===== config.mk =====
export PLATFORM = sky130hd
export DESIGN_NAME = mtrap_csr_unit
export DESIGN_NICKNAME = d
export VERILOG_FILES = /design/src/rtl/mtrap_pkg.sv /design/src/rtl/mtrap_vector.sv /design/src/rtl/mtrap_status.sv /design/src/rtl/mtrap_csr_file.sv /design/src/rtl/mtrap_csr_unit.sv
export SDC_FILE = /design/constraint.sdc
export NUM_CORES = 1
export LEC_CHECK = 0
export BUFFER_PORTS_ARGS = -buffer_cell sky130_fd_sc_hd__buf_2
export CAP_MARGIN = 0
export CORE_ASPECT_RATIO = 0.8
export CORE_UTILIZATION = 59
export DETAILED_ROUTE_END_ITERATION = 7
export PLACE_DENSITY_LB_ADDON = 0.3
export SETUP_SLACK_MARGIN = 0.4
export SLEW_MARGIN = 20
export SYNTH_ARGS = -nofsm -noshare
export SYNTH_HDL_FRONTEND = slang
export SYNTH_SLANG_ARGS = --single-unit

===== constraint.sdc =====
create_clock -name clk -period 4.8 [get_ports clk]
set_input_delay 0.72 -clock clk [delete_from_list [all_inputs] [get_ports clk]]
set_output_delay 0.72 -clock clk [all_outputs]
set_load 0.01 [all_outputs]

===== src/rtl/mtrap_pkg.sv =====
package mtrap_pkg;
  localparam logic [1:0] PRIV_U = 2'b00;
  localparam logic [1:0] PRIV_M = 2'b11;

  localparam logic [11:0] A_STATUS  = 12'h300;
  localparam logic [11:0] A_TVEC    = 12'h305;
  localparam logic [11:0] A_SCRATCH = 12'h340;
  localparam logic [11:0] A_EPC     = 12'h341;
  localparam logic [11:0] A_CAUSE   = 12'h342;
  localparam logic [11:0] A_TVAL    = 12'h343;

  localparam int B_IE    = 3;
  localparam int B_PIE   = 7;
  localparam int B_PP_LO = 11;

  function automatic logic addr_known(input logic [11:0] a);
    return (a == A_STATUS) || (a == A_TVEC) || (a == A_SCRATCH) ||
           (a == A_EPC) || (a == A_CAUSE) || (a == A_TVAL);
  endfunction

  function automatic logic [31:0] vec_target(input logic [31:0] tvec,
                                             input logic irq,
                                             input logic [31:0] code);
    logic [31:0] base;
    base = {tvec[31:2], 2'b00};
    if (tvec[1:0] == 2'b01 && irq) return base + (code << 2);
    return base;
  endfunction

  function automatic logic [31:0] tvec_legal(input logic [31:0] w);
    return {w[31:2], 1'b0, w[0]};
  endfunction

  function automatic logic [1:0] pp_legal(input logic [1:0] w);
    return (w == PRIV_M) ? PRIV_M : PRIV_U;
  endfunction
endpackage


===== src/rtl/mtrap_vector.sv =====
module mtrap_vector #(
  parameter int CAUSE_W = 5
) (
  input  logic [31:0]        tvec,
  input  logic               is_irq,
  input  logic [CAUSE_W-1:0] cause,
  output logic [31:0]        target
);
  import mtrap_pkg::*;
  localparam int PAD_W = 32 - CAUSE_W;

  always_comb target = vec_target(tvec, is_irq, {{PAD_W{1'b0}}, cause});
endmodule


===== src/rtl/mtrap_status.sv =====
module mtrap_status (
  input  logic        clk,
  input  logic        rst_n,
  input  logic        trap_take,
  input  logic        ret_take,
  input  logic        wr_en,
  input  logic        wr_ie,
  input  logic        wr_pie,
  input  logic [1:0]  wr_pp,
  output logic [1:0]  priv,
  output logic        ie,
  output logic        pie,
  output logic [1:0]  pp,
  output logic [31:0] status_word
);
  import mtrap_pkg::*;

  always_ff @(posedge clk) begin
    if (!rst_n) begin
      priv <= PRIV_M;
      ie   <= 1'b0;
      pie  <= 1'b0;
      pp   <= PRIV_U;
    end else if (trap_take) begin
      pie  <= ie;
      ie   <= 1'b0;
      pp   <= priv;
      priv <= PRIV_M;
    end else if (ret_take) begin
      priv <= pp;
      ie   <= pie;
      pie  <= 1'b1;
      pp   <= PRIV_U;
    end else if (wr_en) begin
      ie  <= wr_ie;
      pie <= wr_pie;
      pp  <= pp_legal(wr_pp);
    end
  end

  always_comb begin
    status_word = '0;
    status_word[B_IE] = ie;
    status_word[B_PIE] = pie;
    status_word[B_PP_LO+1:B_PP_LO] = pp;
  end
endmodule


===== src/rtl/mtrap_csr_file.sv =====
module mtrap_csr_file #(
  parameter int CAUSE_W = 5
) (
  input  logic               clk,
  input  logic               rst_n,
  input  logic               trap_take,
  input  logic               trap_is_irq,
  input  logic [CAUSE_W-1:0] trap_cause,
  input  logic [31:0]        trap_pc,
  input  logic               trap_tval_vld,
  input  logic [31:0]        trap_tval,
  input  logic               wr_en,
  input  logic [11:0]        wr_addr,
  input  logic [31:0]        wdata,
  output logic [31:0]        tvec,
  output logic [31:0]        epc,
  output logic [31:0]        cause,
  output logic [31:0]        tval,
  output logic [31:0]        scratch
);
  import mtrap_pkg::*;
  localparam int PAD_W = 31 - CAUSE_W;
  localparam logic [31:0] CAUSE_MASK = {1'b1, {PAD_W{1'b0}}, {CAUSE_W{1'b1}}};

  always_ff @(posedge clk) begin
    if (!rst_n) begin
      tvec    <= '0;
      epc     <= '0;
      cause   <= '0;
      tval    <= '0;
      scratch <= '0;
    end else if (trap_take) begin
      epc   <= {trap_pc[31:2], 2'b00};
      cause <= {trap_is_irq, {PAD_W{1'b0}}, trap_cause};
      tval  <= trap_tval_vld ? trap_tval : 32'h0;
    end else if (wr_en) begin
      case (wr_addr)
        A_TVEC:    tvec    <= tvec_legal(wdata);
        A_EPC:     epc     <= {wdata[31:2], 2'b00};
        A_CAUSE:   cause   <= wdata & CAUSE_MASK;
        A_TVAL:    tval    <= wdata;
        A_SCRATCH: scratch <= wdata;
        default:   ;
      endcase
    end
  end
endmodule


===== src/rtl/mtrap_csr_unit.sv =====
module mtrap_csr_unit #(
  parameter int CAUSE_W = 5
) (
  input  logic               clk,
  input  logic               rst_n,
  input  logic               trap_req,
  input  logic               trap_is_irq,
  input  logic [CAUSE_W-1:0] trap_cause,
  input  logic [31:0]        trap_pc,
  input  logic               trap_tval_vld,
  input  logic [31:0]        trap_tval,
  input  logic               ret_req,
  input  logic [11:0]        csr_addr,
  input  logic               csr_ren,
  input  logic               csr_wen,
  input  logic [31:0]        csr_wdata,
  output logic [31:0]        csr_rdata,
  output logic               csr_err,
  output logic               redir_vld,
  output logic [31:0]        redir_pc,
  output logic [1:0]         priv,
  output logic               mie_out
);
  import mtrap_pkg::*;

  logic        trap_take, ret_take, in_m, known, wr_ok, status_wr;
  logic        ie_q, pie_q;
  logic [1:0]  pp_q;
  logic [31:0] status_q, tvec_q, epc_q, cause_q, tval_q, scratch_q, vec_tgt;

  assign trap_take = trap_req;
  assign ret_take  = ret_req & ~trap_req;
  assign in_m      = (priv == PRIV_M);
  assign known     = addr_known(csr_addr);
  assign wr_ok     = csr_wen & in_m & known & ~trap_req & ~ret_req;
  assign status_wr = wr_ok & (csr_addr == A_STATUS);
  assign csr_err   = (csr_ren | csr_wen) & ~(in_m & known);
  assign mie_out   = ie_q;

  mtrap_status u_status (
    .clk(clk), .rst_n(rst_n), .trap_take(trap_take), .ret_take(ret_take),
    .wr_en(status_wr), .wr_ie(csr_wdata[B_IE]), .wr_pie(csr_wdata[B_PIE]),
    .wr_pp(csr_wdata[B_PP_LO+1:B_PP_LO]),
    .priv(priv), .ie(ie_q), .pie(pie_q), .pp(pp_q), .status_word(status_q)
  );

  mtrap_csr_file #(.CAUSE_W(CAUSE_W)) u_file (
    .clk(clk), .rst_n(rst_n), .trap_take(trap_take), .trap_is_irq(trap_is_irq),
    .trap_cause(trap_cause), .trap_pc(trap_pc), .trap_tval_vld(trap_tval_vld),
    .trap_tval(trap_tval), .wr_en(wr_ok), .wr_addr(csr_addr), .wdata(csr_wdata),
    .tvec(tvec_q), .epc(epc_q), .cause(cause_q), .tval(tval_q), .scratch(scratch_q)
  );

  mtrap_vector #(.CAUSE_W(CAUSE_W)) u_vec (
    .tvec(tvec_q), .is_irq(trap_is_irq), .cause(trap_cause), .target(vec_tgt)
  );

  always_comb begin
    csr_rdata = '0;
    if (in_m) begin
      case (csr_addr)
        A_STATUS:  csr_rdata = status_q;
        A_TVEC:    csr_rdata = tvec_q;
        A_SCRATCH: csr_rdata = scratch_q;
        A_EPC:     csr_rdata = epc_q;
        A_CAUSE:   csr_rdata = cause_q;
        A_TVAL:    csr_rdata = tval_q;
        default:   csr_rdata = '0;
      endcase
    end
  end

  always_ff @(posedge clk) begin
    if (!rst_n) begin
      redir_vld <= 1'b0;
      redir_pc  <= '0;
    end else begin
      redir_vld <= trap_take | ret_take;
      redir_pc  <= trap_take ? vec_tgt : epc_q;
    end
  end
endmodule


==> flow_summary.yaml <==
outcome:
  status: "finished with violations"
  violations: "DRC"
clock_tree:
  clkLatencyLatePin_ns: 0.43
  cts_buffers: 17
  ctsHoldBuffers: 0
  cts_resized: 0
  clock_sinks: 168
  h-tree-depth: 4
  cts_tree: "built"
  postCtsSetupRepairBufs: 0
  clock_path_buffers: 2
  cts.clk_slew.worst_paths_ns: 0.06
  clock-root-buffer: "clkbuf_16"
global_route:
  grt.overflow.total: 0
  met1_usage_pct: 48.4
  groute.usage.overall_pct: 36.0
  busiest_layer: "met2"
  met3_usage_pct: 6.94
  antenna_found_initial: 0
  grtUsageMet2_pct: 57.8
  grt_pass1_vias: 7911
  grt_pass1_wl_mm: 40.7
  grt_max_degree: 65
floorplan:
  fp.coreArea_um2: 13600
  start_util_pct: 60.7
  die_w_um: 134
  fp.dieH_um: 108
  io_pins: 190
  die-area_um2: 14500
  rows: 38
placement:
  port_buffers: 185
  hpwl_mm: 17.0
  placed_cells: 1307
  gp_congestion: 0.969
  place_ws_ns: 1.12
sta:
  slew_viol_final: 0
  worstMarginPinSlew_ns: 0.879
  skew_ns: 0.0112
  maxSlewHeadroom_pct: 41.4
  tns_ns: 0
  max_freq_ghz: 0.261
  fin_ws_ns: 0.963
  rsz0062_at_grt: "false"
  period_share_pct: 79.9
  fin_hold_ws_ns: 0.452
  hold_violations: 0
  finalCriticalPeriod_ns: 3.84
  finalSetupViolCount: 0
setup_path:
  crit_arrival_ns: 3.12
  endpoint_kind: "output port"
  path_common_cell: "buf_2"
  crit_chain: "buf_2 -> nor4bb_1 -> and3_1 -> buf_4 -> nand2_1 -> a21oi_1 -> buf_2"
  cp-start-kind: "primary input"
  cp_slowest_stage_delay_ns: 0.82
  cpLargestDelayFamily: "simple AND/OR/NAND/NOR gates"
  worstSetupPathType: "primary input to output port"
  worstPathMaxFanout: 16
  required_ns: 4.08
  crit_buf_inv: 3
  cpMaxStageDelayCell: "and3_1"
drt:
  totalWireLength_mm: 26.0
  dr.pass1.iters: 8
  vias_per_cell: 6.39
  num_vias: 8565
  first_iter_violations: 1056
  drc: 10
  wl_per_cell_um: 19.4
  ant_nets: 0
synth:
  synth_seq_cells: 168
  syn_area_um2: 8290
  synthArstFlopShare_pct: 0
  yosysWarnings: 0
  ys.flop_type: "dfxtp_1"
  syn_area_per_cell_um2: 8.20
  yosysSeqAreaShare_pct: 40.6
  syn_inst: 1010
  synth_edf_count: 0
  ys_types: 56
finish:
  fill_cells: 1059
  instances_no_fill: 1340
  fin_nets: 1273
  area_growth_syn_to_layout_pct: 19.0
  drive_gt1_share_pct: 24.4
min_path:
  hp-class: "flop to flop"
power_and_ir_drop:
  cellPowerDensity_nw_per_um2: 323
  power_leakage_nw: 3.69
  peakVddDrop_uv: 269
  finalPower_mw: 3.19
run:
  maxCapViolations: 0
power breakdown:
part	leakage, nW	internal [mW]	switching [mW]
combinational	2.02	0.128	0.183
sequential	1.38	1.45	0.0321
clock	0.293	0.823	0.569
total	3.69	2.40	0.784
worst min-delay path, delay by kind of cell (launching register included):
kind             cells  cell delay [ns]
flip-flops           1             0.31
AO/OA/AOI/OAI        1             0.05
AND/OR/NAND/NOR      1             0.05
cell usage after synthesis (10+ instances only):
cell type / n / share of area (%)
a22oi_1: 34 / 3.1
a222oi_1: 26 / 3.1
nor3_1: 14 / 0.85
mux2_2: 32 / 4.3
nand3_1: 11 / 0.66
nor2_1: 79 / 3.6
a211oi_1: 35 / 3.2
o21ai_0: 70 / 4.2
xnor2_1: 22 / 2.3
a21oi_1: 136 / 8.2
clkbuf_1: 58 / 2.6
buf_4: 10 / 0.91
nand2_1: 158 / 7.2
mux2i_1: 41 / 5.0
dfxtp_1: 168 / 41
buf_2: 23 / 1.4
per-layer routing:
metal | share of wire, % | vias up
li1 | - | 3932
met1 | 42 | 3986
met2 | 45 | 565
met3 | 11 | 82
met4 | 2.5 | 0
met5 | 0 | -
cell type report:
| cell class | instances | area (µm²) | area share [%] |
|---|---|---|---|
| Tap cell | 180 | 225 | 2.28 |
| Sequential cell | 168 | 3360 | 34.1 |
| Inverter | 7 | 26.3 | 0.266 |
| Antenna cell | 1 | 2.50 | 0.0254 |
| Clock buffer | 22 | 484 | 4.91 |
| Clock inverter | 10 | 116 | 1.18 |
| Timing Repair Buffer | 208 | 1120 | 11.4 |
| Multi-Input combinational cell | 744 | 4520 | 45.8 |
final timing paths:
kind	from	slack, ns	endpoint	cells past startpoint
worst max register to register	u_file.tvec[0]	2.01	redir_pc[29]	5
worst min-delay path	u_file.scratch[0]	0.45	u_file.scratch[0]	2
worst max-delay path	csr_addr[1]	0.96	csr_rdata[31]	7
worst min register to register	u_file.scratch[0]	0.45	u_file.scratch[0]	2
cell families (layout without fill, tap and decap cells):
family | Yosys count | in the layout | synth area share (%)
multiplexers | 73 | 73 | 9.30
XOR/XNOR | 23 | 23 | 2.43
buffers and inverters | 99 | 247 | 5.29
adder cells (fa/ha/maj) | 6 | 6 | 0.997
flip-flops | 168 | 168 | 40.6
other | 1 | 3 | 0.0453
AO/OA/AOI/OAI | 327 | 327 | 24.3
AND/OR/NAND/NOR | 313 | 313 | 17.0
flip-flops by register name, indices dropped and copies added (netlist names):
register and flops:
u_file.scratch 32, u_file.tval 32, u_file.tvec 31, redir_pc 30, u_file.epc 30, u_file.cause 6
u_status.pp 2, u_status.priv 2, redir_vld 1, u_status.ie 1, u_status.pie 1
metrics by stage:
step	utilization [%]	area, µm²
finish	72.3	9860
global route	72.3	9860
CTS	72.3	9860
detailed placement	67.9	9260
global placement	67.9	9260
floorplan	-	8290
layout by cell type (no fill, tap or decap), types with 26 or more instances in the layout:
cell / instances
mux2i_1: 41
mux2_2: 32
a22oi_1: 34
a21oi_1: 136
dfxtp_1: 168
nor2_1: 78
nand2_1: 158
buf_2: 185
a222oi_1: 26
a211oi_1: 35
o21ai_0: 70
Note: power is estimated with default switching activity, not from simulation.
